File: config.mk
export PLATFORM = sky130hd
export DESIGN_NAME = tmr_irq_unit
export DESIGN_NICKNAME = d
export VERILOG_FILES = /design/src/rtl/tmr_irq_pkg.sv /design/src/rtl/tmr_irq_regs.sv /design/src/rtl/tmr_irq_arb.sv /design/src/rtl/tmr_irq_ctrl.sv /design/src/rtl/tmr_irq_unit.sv
export SDC_FILE = /design/constraint.sdc
export NUM_CORES = 1
export LEC_CHECK = 0
export BUFFER_PORTS_ARGS = -buffer_cell sky130_fd_sc_hd__buf_4
export CORE_MARGIN = 1
export CORE_UTILIZATION = 50
export CTS_CLUSTER_SIZE = 40
export DETAILED_ROUTE_END_ITERATION = 12
export PLACE_DENSITY_LB_ADDON = 0.3
export SYNTH_ARGS = -nofsm -noshare
export SYNTH_HDL_FRONTEND = slang
export SYNTH_SLANG_ARGS = --single-unit
File: constraint.sdc
create_clock -name clk -period 2.5 [get_ports clk]
set_input_delay 0.25 -clock clk [delete_from_list [all_inputs] [get_ports clk]]
set_output_delay 0.25 -clock clk [all_outputs]
set_load 0.02 [all_outputs]
File: src/rtl/tmr_irq_pkg.sv
package tmr_irq_pkg;
    localparam int NSRC  = 4;
    localparam int REG_W = 8;
    // register bit of each source; order of sources is priority order
    localparam int SRC_BIT [NSRC] = '{6, 5, 2, 1};
    localparam logic [REG_W-1:0] RSV_MASK = 8'h99;

    typedef enum logic [1:0] {
        ST_IDLE   = 2'd0,
        ST_REQ    = 2'd1,
        ST_SETTLE = 2'd2
    } irq_state_t;
endpackage

File: src/rtl/tmr_irq_regs.sv
module tmr_irq_regs
    import tmr_irq_pkg::*;
(
    input  logic             clk,
    input  logic             rst_n,
    input  logic [NSRC-1:0]  evt_i,
    input  logic [NSRC-1:0]  ack_clr_i,
    input  logic             we_i,
    input  logic             sel_i,
    input  logic [REG_W-1:0] wdata_i,
    output logic [REG_W-1:0] rdata_o,
    output logic [NSRC-1:0]  flag_o,
    output logic [NSRC-1:0]  mask_o
);
    logic [NSRC-1:0] flag_q, mask_q, clr_pend_q;
    logic [NSRC-1:0] clr_pend_d, flag_d, mask_d;
    logic            unused_rsv;

    assign unused_rsv = ^(wdata_i & RSV_MASK);

    for (genvar i = 0; i < NSRC; i++) begin : g_src
        assign clr_pend_d[i] = we_i & sel_i & wdata_i[SRC_BIT[i]];
        assign mask_d[i]     = (we_i & ~sel_i) ? wdata_i[SRC_BIT[i]] : mask_q[i];
        // set has priority over both clear paths
        assign flag_d[i]     = evt_i[i] | (flag_q[i] & ~(clr_pend_q[i] | ack_clr_i[i]));

        p_set_wins_r5: assert property (@(posedge clk) disable iff (!rst_n)
            evt_i[i] |=> flag_q[i]);
        p_clear_lands_r4: assert property (@(posedge clk) disable iff (!rst_n)
            (clr_pend_q[i] && !evt_i[i]) |=> !flag_q[i]);
    end

    always_ff @(posedge clk) begin
        if (!rst_n) begin
            flag_q     <= '0;
            mask_q     <= '0;
            clr_pend_q <= '0;
        end else begin
            flag_q     <= flag_d;
            mask_q     <= mask_d;
            clr_pend_q <= clr_pend_d;
        end
    end

    always_comb begin
        rdata_o = '0;
        for (int i = 0; i < NSRC; i++) begin
            rdata_o[SRC_BIT[i]] = sel_i ? flag_q[i] : mask_q[i];
        end
    end

    assign flag_o = flag_q;
    assign mask_o = mask_q;
endmodule

File: src/rtl/tmr_irq_arb.sv
module tmr_irq_arb
    import tmr_irq_pkg::*;
#(
    parameter int IDX_W = $clog2(NSRC)
) (
    input  logic [NSRC-1:0]  pend_i,
    output logic             any_o,
    output logic [IDX_W-1:0] win_idx_o,
    output logic [NSRC-1:0]  win_oh_o
);
    assign any_o = |pend_i;

    for (genvar i = 0; i < NSRC; i++) begin : g_oh
        if (i == 0) begin : g_first
            assign win_oh_o[i] = pend_i[i];
        end else begin : g_rest
            assign win_oh_o[i] = pend_i[i] & ~(|pend_i[i-1:0]);
        end
    end

    always_comb begin
        win_idx_o = '0;
        for (int i = NSRC - 1; i >= 0; i--) begin
            if (pend_i[i]) win_idx_o = IDX_W'(i);
        end
    end
endmodule

File: src/rtl/tmr_irq_ctrl.sv
module tmr_irq_ctrl
    import tmr_irq_pkg::*;
#(
    parameter int VEC_BASE = 3,
    parameter int VEC_W    = 3,
    parameter int IDX_W    = $clog2(NSRC)
) (
    input  logic             clk,
    input  logic             rst_n,
    input  logic             any_i,
    input  logic [IDX_W-1:0] win_idx_i,
    input  logic [NSRC-1:0]  win_oh_i,
    input  logic             ack_i,
    output logic             irq_o,
    output logic [VEC_W-1:0] vec_o,
    output logic [NSRC-1:0]  ack_clr_o
);
    irq_state_t      state_q, state_d;
    logic [NSRC-1:0] oh_q;

    always_comb begin
        state_d = state_q;
        unique case (state_q)
            ST_IDLE:   state_d = any_i ? ST_REQ : ST_IDLE;
            ST_REQ:    state_d = ack_i ? ST_SETTLE : (any_i ? ST_REQ : ST_IDLE);
            ST_SETTLE: state_d = any_i ? ST_REQ : ST_IDLE;
            default:   state_d = ST_IDLE;
        endcase
    end

    always_ff @(posedge clk) begin
        if (!rst_n) state_q <= ST_IDLE;
        else        state_q <= state_d;
    end

    always_ff @(posedge clk) begin
        if (!rst_n) begin
            vec_o <= '0;
            oh_q  <= '0;
        end else if (state_d == ST_REQ) begin
            vec_o <= VEC_W'(VEC_BASE) + VEC_W'(win_idx_i);
            oh_q  <= win_oh_i;
        end else begin
            vec_o <= '0;
            oh_q  <= '0;
        end
    end

    assign irq_o     = (state_q == ST_REQ);
    assign ack_clr_o = (ack_i && state_q == ST_REQ) ? oh_q : '0;

    p_ack_gap_r8: assert property (@(posedge clk) disable iff (!rst_n)
        (irq_o && ack_i) |=> !irq_o);
    p_vec_idle_r7: assert property (@(posedge clk) disable iff (!rst_n)
        !irq_o |-> (vec_o == '0));
    p_vec_range_r7: assert property (@(posedge clk) disable iff (!rst_n)
        irq_o |-> (vec_o >= VEC_W'(VEC_BASE) && vec_o <= VEC_W'(VEC_BASE + NSRC - 1)));
    p_ack_idle_r9: assert property (@(posedge clk) disable iff (!rst_n)
        !irq_o |-> (ack_clr_o == '0));
endmodule

File: src/rtl/tmr_irq_unit.sv
module tmr_irq_unit
    import tmr_irq_pkg::*;
#(
    parameter int VEC_BASE = 3,
    parameter int VEC_W    = 3
) (
    input  logic             clk,
    input  logic             rst_n,
    input  logic             cmp_a_evt_i,
    input  logic             cmp_b_evt_i,
    input  logic             t1_ovf_evt_i,
    input  logic             t0_ovf_evt_i,
    input  logic             gie_i,
    input  logic             reg_we_i,
    input  logic             reg_sel_i,
    input  logic [7:0]       reg_wdata_i,
    output logic [7:0]       reg_rdata_o,
    input  logic             vec_ack_i,
    output logic             irq_o,
    output logic [VEC_W-1:0] irq_vec_o
);
    localparam int IDX_W = $clog2(NSRC);

    logic [NSRC-1:0]  evt, flag, mask, pend, win_oh, ack_clr;
    logic [IDX_W-1:0] win_idx;
    logic             any_req;

    assign evt  = {t0_ovf_evt_i, t1_ovf_evt_i, cmp_b_evt_i, cmp_a_evt_i};
    assign pend = flag & mask & {NSRC{gie_i}};

    tmr_irq_regs u_regs (
        .clk       (clk),
        .rst_n     (rst_n),
        .evt_i     (evt),
        .ack_clr_i (ack_clr),
        .we_i      (reg_we_i),
        .sel_i     (reg_sel_i),
        .wdata_i   (reg_wdata_i),
        .rdata_o   (reg_rdata_o),
        .flag_o    (flag),
        .mask_o    (mask)
    );

    tmr_irq_arb #(.IDX_W(IDX_W)) u_arb (
        .pend_i    (pend),
        .any_o     (any_req),
        .win_idx_o (win_idx),
        .win_oh_o  (win_oh)
    );

    tmr_irq_ctrl #(.VEC_BASE(VEC_BASE), .VEC_W(VEC_W), .IDX_W(IDX_W)) u_ctrl (
        .clk       (clk),
        .rst_n     (rst_n),
        .any_i     (any_req),
        .win_idx_i (win_idx),
        .win_oh_i  (win_oh),
        .ack_i     (vec_ack_i),
        .irq_o     (irq_o),
        .vec_o     (irq_vec_o),
        .ack_clr_o (ack_clr)
    );

    p_rsv_zero_r2: assert property (@(posedge clk) disable iff (!rst_n)
        (reg_rdata_o & RSV_MASK) == '0);
    p_irq_needs_gie_r6: assert property (@(posedge clk) disable iff (!rst_n)
        irq_o |-> $past(gie_i));
    p_gie_drop_r10: assert property (@(posedge clk) disable iff (!rst_n)
        !gie_i |=> !irq_o);
endmodule

; Yosys cells after proc, flatten, opt, wreduce, memory -nomap -nowiden
; Cells that the tools add are included.
[totals]
out_inout_bits = 12
word_cells = 60
in_bits = 18
regBits = 21
[classes]
n_reduce_logical = 7
n_eq_ne = 3
add_sub_neg = 1
bitwise = 31
n_mux = 12
[ops]
columns = op, count
row1 = $and 1x1->1, 13
row2 = $mux 2, 5
row3 = $and 4x4->4, 2
row4 = $not 1->1, 8
row5 = $or 1x1->1, 8
row6 = $mux 1, 5
row7 = $eq 2x1->1 const B, 2
row8 = $mux 4, 1
row9 = $pmux 2 s2, 1
row10 = $reduce_or 2->1, 2
row11 = $reduce_or 4->1, 1
row12 = $add 2x2->3 const A, 1
row13 = $reduce_or 3->1, 1
row14 = $eq 2x2->1 const B, 1
row15 = $logic_not 2->1, 1
row16 = $reduce_and 2->1, 1
row17 = $logic_and 1x1->1, 1

; Depth between registers and ports, before layout
; Gate-level depths: netlist of run 1.
[logic_depth]
ltp_word = 8
mapped_depth = 5

; Cells and area by module
; A second synthesis of run 1 with hierarchy kept.
[hier_totals]
cells_unflattened = 97
hier_area_um2 = 947.2
[by_module_without_submodules]
columns = mod, area_per_inst_um2, cells_each, instances
row1 = tmr_irq_regs, 510.5, 54, 1
row2 = tmr_irq_ctrl, 352.8, 29, 1
row3 = tmr_irq_arb, 58.8, 10, 1
row4 = tmr_irq_unit, 25.0, 4, 1

; Least setup slack after synthesis of run 1
; OpenSTA, ideal clock, no wires.
[synth_path]
kind = register to register
from = register u_regs.mask_q[2], in the netlist u_regs.mask_o[2]
to = register u_ctrl.vec_o[1]
arrival_ns = 1.048
stages_incl_launch_ff = 6
synth_period_minus_slack_ns = 1.114
required_ns = 2.434
path_buffers = 0
slack_ns = 1.386
path_cell_list = dfxtp_1 > nand2_2 > a32o_1 > nand3_1 > ha_1 > nor2_1
[synth_via]
elab_chain_cells = 8
word_cells_on_any_way = 12
classes_between = add/sub (1) / eq/ne (1) / mux (6) / bitwise (2) / reduce/logical (2)
[synth_lines]
columns = element, line_no
row1 = from (decl), tmr_irq_regs.sv:15  ; logic [NSRC-1:0] flag_q, mask_q, clr_pend_q;
row2 = from (signal assigned), tmr_irq_regs.sv:40  ; mask_q <= mask_d;
row3 = $and 4x4->4 * (2 in series), tmr_irq_unit.sv:29  ; assign pend = flag & mask & {NSRC{gie_i}};
row4 = $reduce_or 4->1, tmr_irq_arb.sv:11  ; assign any_o = |pend_i;
row5 = $mux 1, "tmr_irq_ctrl.sv:24, tmr_irq_ctrl.sv:25, tmr_irq_ctrl.sv:26"
row6 = $mux 2, tmr_irq_ctrl.sv:25  ; ST_REQ: state_d = ack_i ? ST_SETTLE : (any_i ? ST_REQ : ST_IDLE);
row7 = $pmux 2 s2, tmr_irq_ctrl.sv:23  ; unique case (state_q)
row8 = $eq 2x1->1, tmr_irq_ctrl.sv:40  ; end else if (state_d == ST_REQ) begin
row9 = $reduce_and 2->1 (no line), --
row10 = to (signal assigned), tmr_irq_ctrl.sv:41  ; vec_o <= VEC_W'(VEC_BASE) + VEC_W'(win_idx_i);
row11 = to (decl), tmr_irq_ctrl.sv:15  ; output logic [VEC_W-1:0] vec_o,
; Mark *: on every way between the ends. The rest lies on a longest branch, timed or not.
; A chain may end at the register's enable or synchronous reset.

; Final worst setup path of run 1
[layout_path]
from = register u_regs.flag_q[3], in the netlist u_regs.flag_o[3]
to = output reg_rdata_o[1]
[layout_via]
elab_chain_cells = 1
[layout_lines]
columns = element, line_no
row1 = from (decl), tmr_irq_regs.sv:15
row2 = from (signal assigned), tmr_irq_regs.sv:39  ; flag_q <= flag_d;
row3 = $mux 1, tmr_irq_regs.sv:48  ; rdata_o[SRC_BIT[i]] = sel_i ? flag_q[i] : mask_q[i];
row4 = to (decl), tmr_irq_unit.sv:17  ; output logic [7:0] reg_rdata_o,
; Every way passes these cells.

==> impl_metrics.ini, run 1 <==
[run_status]
outcome = finished, violations left
failed_checks = design-rule violations

[synthesis]
synth_cell_type_count = 26
synth_largest_area_cell = dfxtp_1
netlist_area_um2 = 868
synth_fa_ha_area_frac = 0.0144
synth_enable_flop_cells = 0
synthMuxAreaShare = 0.0980
synth-compound-area-share = 0.140
synthCells = 83
ys_seq_area_frac = 0.484
synthTopCellsByArea = dfxtp_1 (48%), buf_4 (5.2%), mux2_2 (5.2%)
yosysTopAreaCellShare = 0.484
yosys.area_share.simple = 0.203
synth.most_common_cell = dfxtp_1
netlist_top_cells_count = dfxtp_1 (21), buf_4 (6), nor2b_1 (6), and2_1 (5)
synth_xor_area_frac = 0
avgSynthCellArea_um2 = 10.5
ys.flop_type = dfxtp_1
ys_ff_latch = 21
postSynth.asyncResetShare = 0
synth_top_family_by_area = simple AND/OR/NAND/NOR gates
yosysWarnings = 0

[worst_hold_path]
min_path_type = primary input to flop

[route]
drcViolationCount = 2
dr.pass1.iters = 9
wl_met1_um = 643
drtIter0Drc = 10
vias_per_cell = 5.26
post_drt_wl_per_cell_um = 12.1
wl_met2_um = 733
vias = 637
dr_wl_met3_um = 83
routed_wl_um = 1470
routed.top_layer = met4
antenna_left = 0

[power_and_ir_drop]
seqPwrFrac = 0.597
ir_drop_uv = 369
p_clk_frac = 0.264
switching_share = 0.250
fin_total_pwr_w = 0.000598
power_density_nw_per_um2 = 575
p_leak_nw = 0.456
p_comb_frac = 0.138
p_switching_w = 0.000150
p_int_w = 0.000448

[floorplan]
io_pins = 30
initial_utilization = 0.557
die_area_um2 = 1910
coreArea_um2 = 1560
die_x_um = 43.7
die_h_um = 43.7
rows = 14

[global_route]
grtUsageTotal = 0.180
grt_pass1_wl_um = 2440
first_global_vias = 588
antenna_found_initial = 0
grt_overflow = 0
grt_max_degree = 13

[sta]
drv_slew = 0
rsz0062_at_grt = false
clock_skew_ns = 0.00330
fmax_ghz = 0.734
final.period_utilization = 0.545
fin_crit_ns = 1.36
setup-tns-final_ns = 0
holdWs_ns = 0.149
hold_viol_final = 0
setup_viol = 0

[placed_design]
finalWeightedCongestion = 0.732
port_buffers = 21
detailed_place_hpwl_um = 1120

[clock_tree]
clk-insertion-delay-late_ns = 0.30
cts_hold_buf = 0
postCtsSetupBuffers = 0
clk_pin_slew_ns = 0.11
root_buffer = clkbuf_4
cts.sinks = 21
cts-resized-gates = 0
cts_buffers = 3
clk_path_buf_depth = 2
cts_tree = yes
htreeDepth = 1

[final_layout]
insertedDiodeCount = 0
syn_to_final_growth_pct = 19.7
post-route-util = 0.667
fin_nets = 125
drive_gt1_frac = 0.324

[setup_path]
required_ns = 2.25
critPathKind = flop to output pin
end_kind = output pin
cp.arrival_ns = 1.11
critPathMaxFanout = 5
start_kind = flop

[run]
maxCapViolations = 0
==> stage by stage <==
stage	instances	area, µm²	setup WS, ns
floorplan	86	880	1.39
CTS	121	1040	1.14
finish	121	1040	1.14
global placement	117	1010	1.31
global route	121	1040	1.10
detailed placement	117	1010	1.28
==> worst paths after layout <==
path                                                     from                               to  slack [ns]  depth (start not counted)
worst max-delay path              u_regs.flag_o[3]$_SDFF_PN0_                   reg_rdata_o[1]        1.14                          2
worst min-delay path                           reg_wdata_i[6]  u_regs.clr_pend_q[0]$_SDFF_PN0_        0.15                          2
worst max register to register    u_regs.flag_o[2]$_SDFF_PN0_       u_ctrl.vec_o[1]$_SDFF_PN0_        1.24                          5
worst min register to register  u_regs.mask_o[3]$_SDFFE_PN0P_        u_ctrl.oh_q[3]$_SDFF_PN0_        0.53                          2
==> placed cells by master, fill, tap and decap left out, types with 2 or more instances in the layout <==
master,n
a21oi_1,4
a22o_2,2
and2_1,5
buf_4,21
clkbuf_4,3
conb_1,4
dfxtp_1,21
mux2_2,4
mux2i_1,4
nand2_1,3
nand2b_1,2
nand3_1,3
nor2_1,3
nor2b_1,6
nor3_1,3
o21a_1,4
or2b_1,2
==> cell families after synthesis <==
logic type / Yosys count
flip-flops: 21
buffers and inverters: 7
other: 1
AND/OR/NAND/NOR: 31
adder cells (fa/ha/maj): 1
multiplexers: 8
AO/OA/AOI/OAI: 14
==> critical path, stage by stage, from the launching register on <==
cell and delay, ns:
dfxtp_1 0.37, mux2_2 0.28, buf_4 0.16
==> routing by layer <==
metal	vias to the layer above	global-route usage
li1	325	-
met1	284	0.199
met2	26	0.310
met3	2	0.0375
met4	0	0.113
met5	-	0
==> state kept, by name, indices dropped and copies added, names as in the netlist <==
name / count
u_ctrl.state_q: 2
u_regs.mask_o: 4
u_regs.clr_pend_q: 4
u_ctrl.vec_o: 3
u_ctrl.oh_q: 4
u_regs.flag_o: 4
==> power by group through the flow <==
stage / clock network (W) / logic (W) / registers [W]
after floorplan: 0 / 0.0000546 / 0.000362
after global placement: 0 / 0.0000809 / 0.000364
after detailed placement: 0 / 0.0000828 / 0.000364
after CTS: 0.000160 / 0.0000834 / 0.000357
after global routing: 0.000171 / 0.0000907 / 0.000359
final: 0.000158 / 0.0000828 / 0.000357
==> cell type report <==
class	instances	area (µm²)
Fill cell	130	519
Inverter	1	3.75
Sequential cell	21	420
Tap cell	16	20.0
Clock buffer	3	22.5
Clock inverter	1	5.00
Timing Repair Buffer	21	158
Multi-Input combinational cell	58	410
(Power assumes the default switching activity.)
==> run 2: changes to the inputs <==
Settings changed: ABC_AREA set to 1, CORE_UTILIZATION 50 to 47.
Clock period 2.5 ns to 1.3 ns, I/O delays scaled along.
==> run 2 against run 1 <==
  * Register-to-register slack worse by 1.1 ns
  * Clock skew barely moved
  * Clock-buffer cell count grew 1
  * Sequential power increased by 92%
  * Setup slack lost 1.0 ns
  * Critical endpoint is now reg_rdata_o[5]
  * The run now ends clean
  * Wire length rose by 8.2%
  * Die area up 5.2%
  * First-iteration DRC count decreased by 30%
  * Area after synthesis decreased by 0.86%
  * Synthesized cell count increased by 39%
==> impl_metrics.ini, run 2 <==
[run_status]
outcome = finished clean

[global_route]
busiest_layer = met2
grt_pass1_wl_um = 2810
grt_overflow = 0
grtUsageTotal = 0.191
grt_util_met2 = 0.321
antenna_found_initial = 0
use_met1 = 0.243
grt_max_degree = 12
first_global_vias = 723
met3_usage = 0.0240

[placed_design]
port_buffers = 21
finalWeightedCongestion = 0.732
detailed_place_hpwl_um = 1310
place_inst = 159

[floorplan]
initial_utilization = 0.499
coreArea_um2 = 1730
die_area_um2 = 2010
io_pins = 30
die_x_um = 44.8
die_h_um = 44.8
rows = 15

[route]
vias = 764
vias_per_cell = 4.69
dr.pass1.iters = 4
routed_wl_um = 1590
drcViolationCount = 0
post_drt_wl_per_cell_um = 9.76
antenna_left = 0
drtIter0Drc = 7

[clock_tree]
root_buffer = clkbuf_4
cts_buffers = 3
clk-insertion-delay-late_ns = 0.29
clk_path_buf_depth = 2
cts.sinks = 21
cts_tree = yes
cts-resized-gates = 0
clk_pin_slew_ns = 0.11
postCtsSetupBuffers = 0
cts_hold_buf = 0
htreeDepth = 1

[final_layout]
insertedDiodeCount = 0
post-route-util = 0.613
final_cell_mix = buf_4 (21), dfxtp_1 (20), nand2_1 (19)
multi_input_area_um2 = 354
fin_nets = 158
fin_cells = 163
syn_to_final_growth_pct = 23.0
layout_commonest_cell = buf_4
nFillCells = 183
regArea_um2 = 422
drive_gt1_frac = 0.246

[sta]
clock_skew_ns = 0.00353
drv_slew = 0
rsz0062_at_grt = false
final.period_utilization = 0.931
fin_crit_ns = 1.21
setup-tns-final_ns = 0
holdWs_ns = 0.0580
hold_viol_final = 0
setup_viol = 0
fmax_ghz = 0.826

[synthesis]
yosysWarnings = 0
ys.flop_type = dfxtp_1
ys_ff_latch = 21
ys_seq_area_frac = 0.488
synthTopCellsByArea = dfxtp_1 (49%), nand2_1 (8.3%), nor2_1 (7.8%)
avgSynthCellArea_um2 = 7.49
synth_cell_type_count = 20
postSynth.asyncResetShare = 0
yosysTopAreaCellShare = 0.488
synth_largest_area_cell = dfxtp_1
synth.most_common_cell = dfxtp_1
synthCells = 115
netlist_area_um2 = 861
synth_enable_flop_cells = 0
netlist_top_cells_count = dfxtp_1 (21), nand2_1 (19), nor2_1 (18), inv_1 (15)

[power_and_ir_drop]
fin_total_pwr_w = 0.00116
power_density_nw_per_um2 = 1100
ir_drop_uv = 697
p_leak_nw = 0.517

[setup_path]
cp.arrival_ns = 1.08
start_kind = flop
required_ns = 1.17
critPathKind = flop to output pin
critPathMaxFanout = 3
end_kind = output pin

[worst_hold_path]
min_path_type = primary input to flop

[run]
maxCapViolations = 0
==> run 2: through the flow <==
stage / cell area, µm² / setup slack (ns)
5_1_grt: 1060 / 0.00741
3_5_place_dp: 1030 / 0.181
6_report: 1060 / 0.0892
3_3_place_gp: 1030 / 0.201
4_1_cts: 1050 / 0.0467
2_1_floorplan: 872 / 0.254
==> run 2: final cells by class <==
type,count,share of cell area
repair buffers,21,0.149
flip-flops and latches,21,0.398
inverters,18,0.0638
well taps,25,0.0296
clock buffers,4,0.0248
multi-input cells,74,0.335
==> run 2: path summary, 6_finish.rpt <==
path	startpoint	endpoint	slack (ns)	cells after the start
setup / recovery	u_regs.flag_o[1]$_SDFF_PN0_	reg_rdata_o[5]	0.09	3
setup reg to reg	u_regs.mask_o[0]$_SDFFE_PN0P_	u_ctrl.vec_o[1]$_SDFF_PN0_	0.16	6
hold / removal	reg_wdata_i[1]	u_regs.clr_pend_q[3]$_SDFF_PN0_	0.06	3
hold reg to reg	u_regs.clr_pend_q[1]$_SDFF_PN0_	u_regs.flag_o[1]$_SDFF_PN0_	0.50	3
==> run 2: power breakdown <==
group | switching (W) | total (W) | leakage [nW] | internal (W)
logic | 0.000101 | 0.000172 | 0.330 | 0.0000714
registers | 0.0000167 | 0.000686 | 0.172 | 0.000670
clock network | 0.000184 | 0.000304 | 0.0150 | 0.000119
==> run 2: cell families (layout without fill, tap and decap cells) <==
group	count (synthesis)	count (layout)	synth area share
other cells	1	4	0.00436
simple gates	54	54	0.278
fa+ha+maj	1	1	0.0145
compound gates	15	15	0.0959
flops	21	21	0.488
buf+inv	23	43	0.119
==> run 2: layer usage <==
layer,wire length (µm),share of wire
met1,722,0.45
met2,795,0.50
met3,59,0.037
met4,13,0.0082
met5,0,0
==> run 2: worst max-delay path: stages, from the launching register on <==
cell and delay [ns]:
dfxtp_1 0.37, inv_1 0.06, o21ai_0 0.18, buf_4 0.18
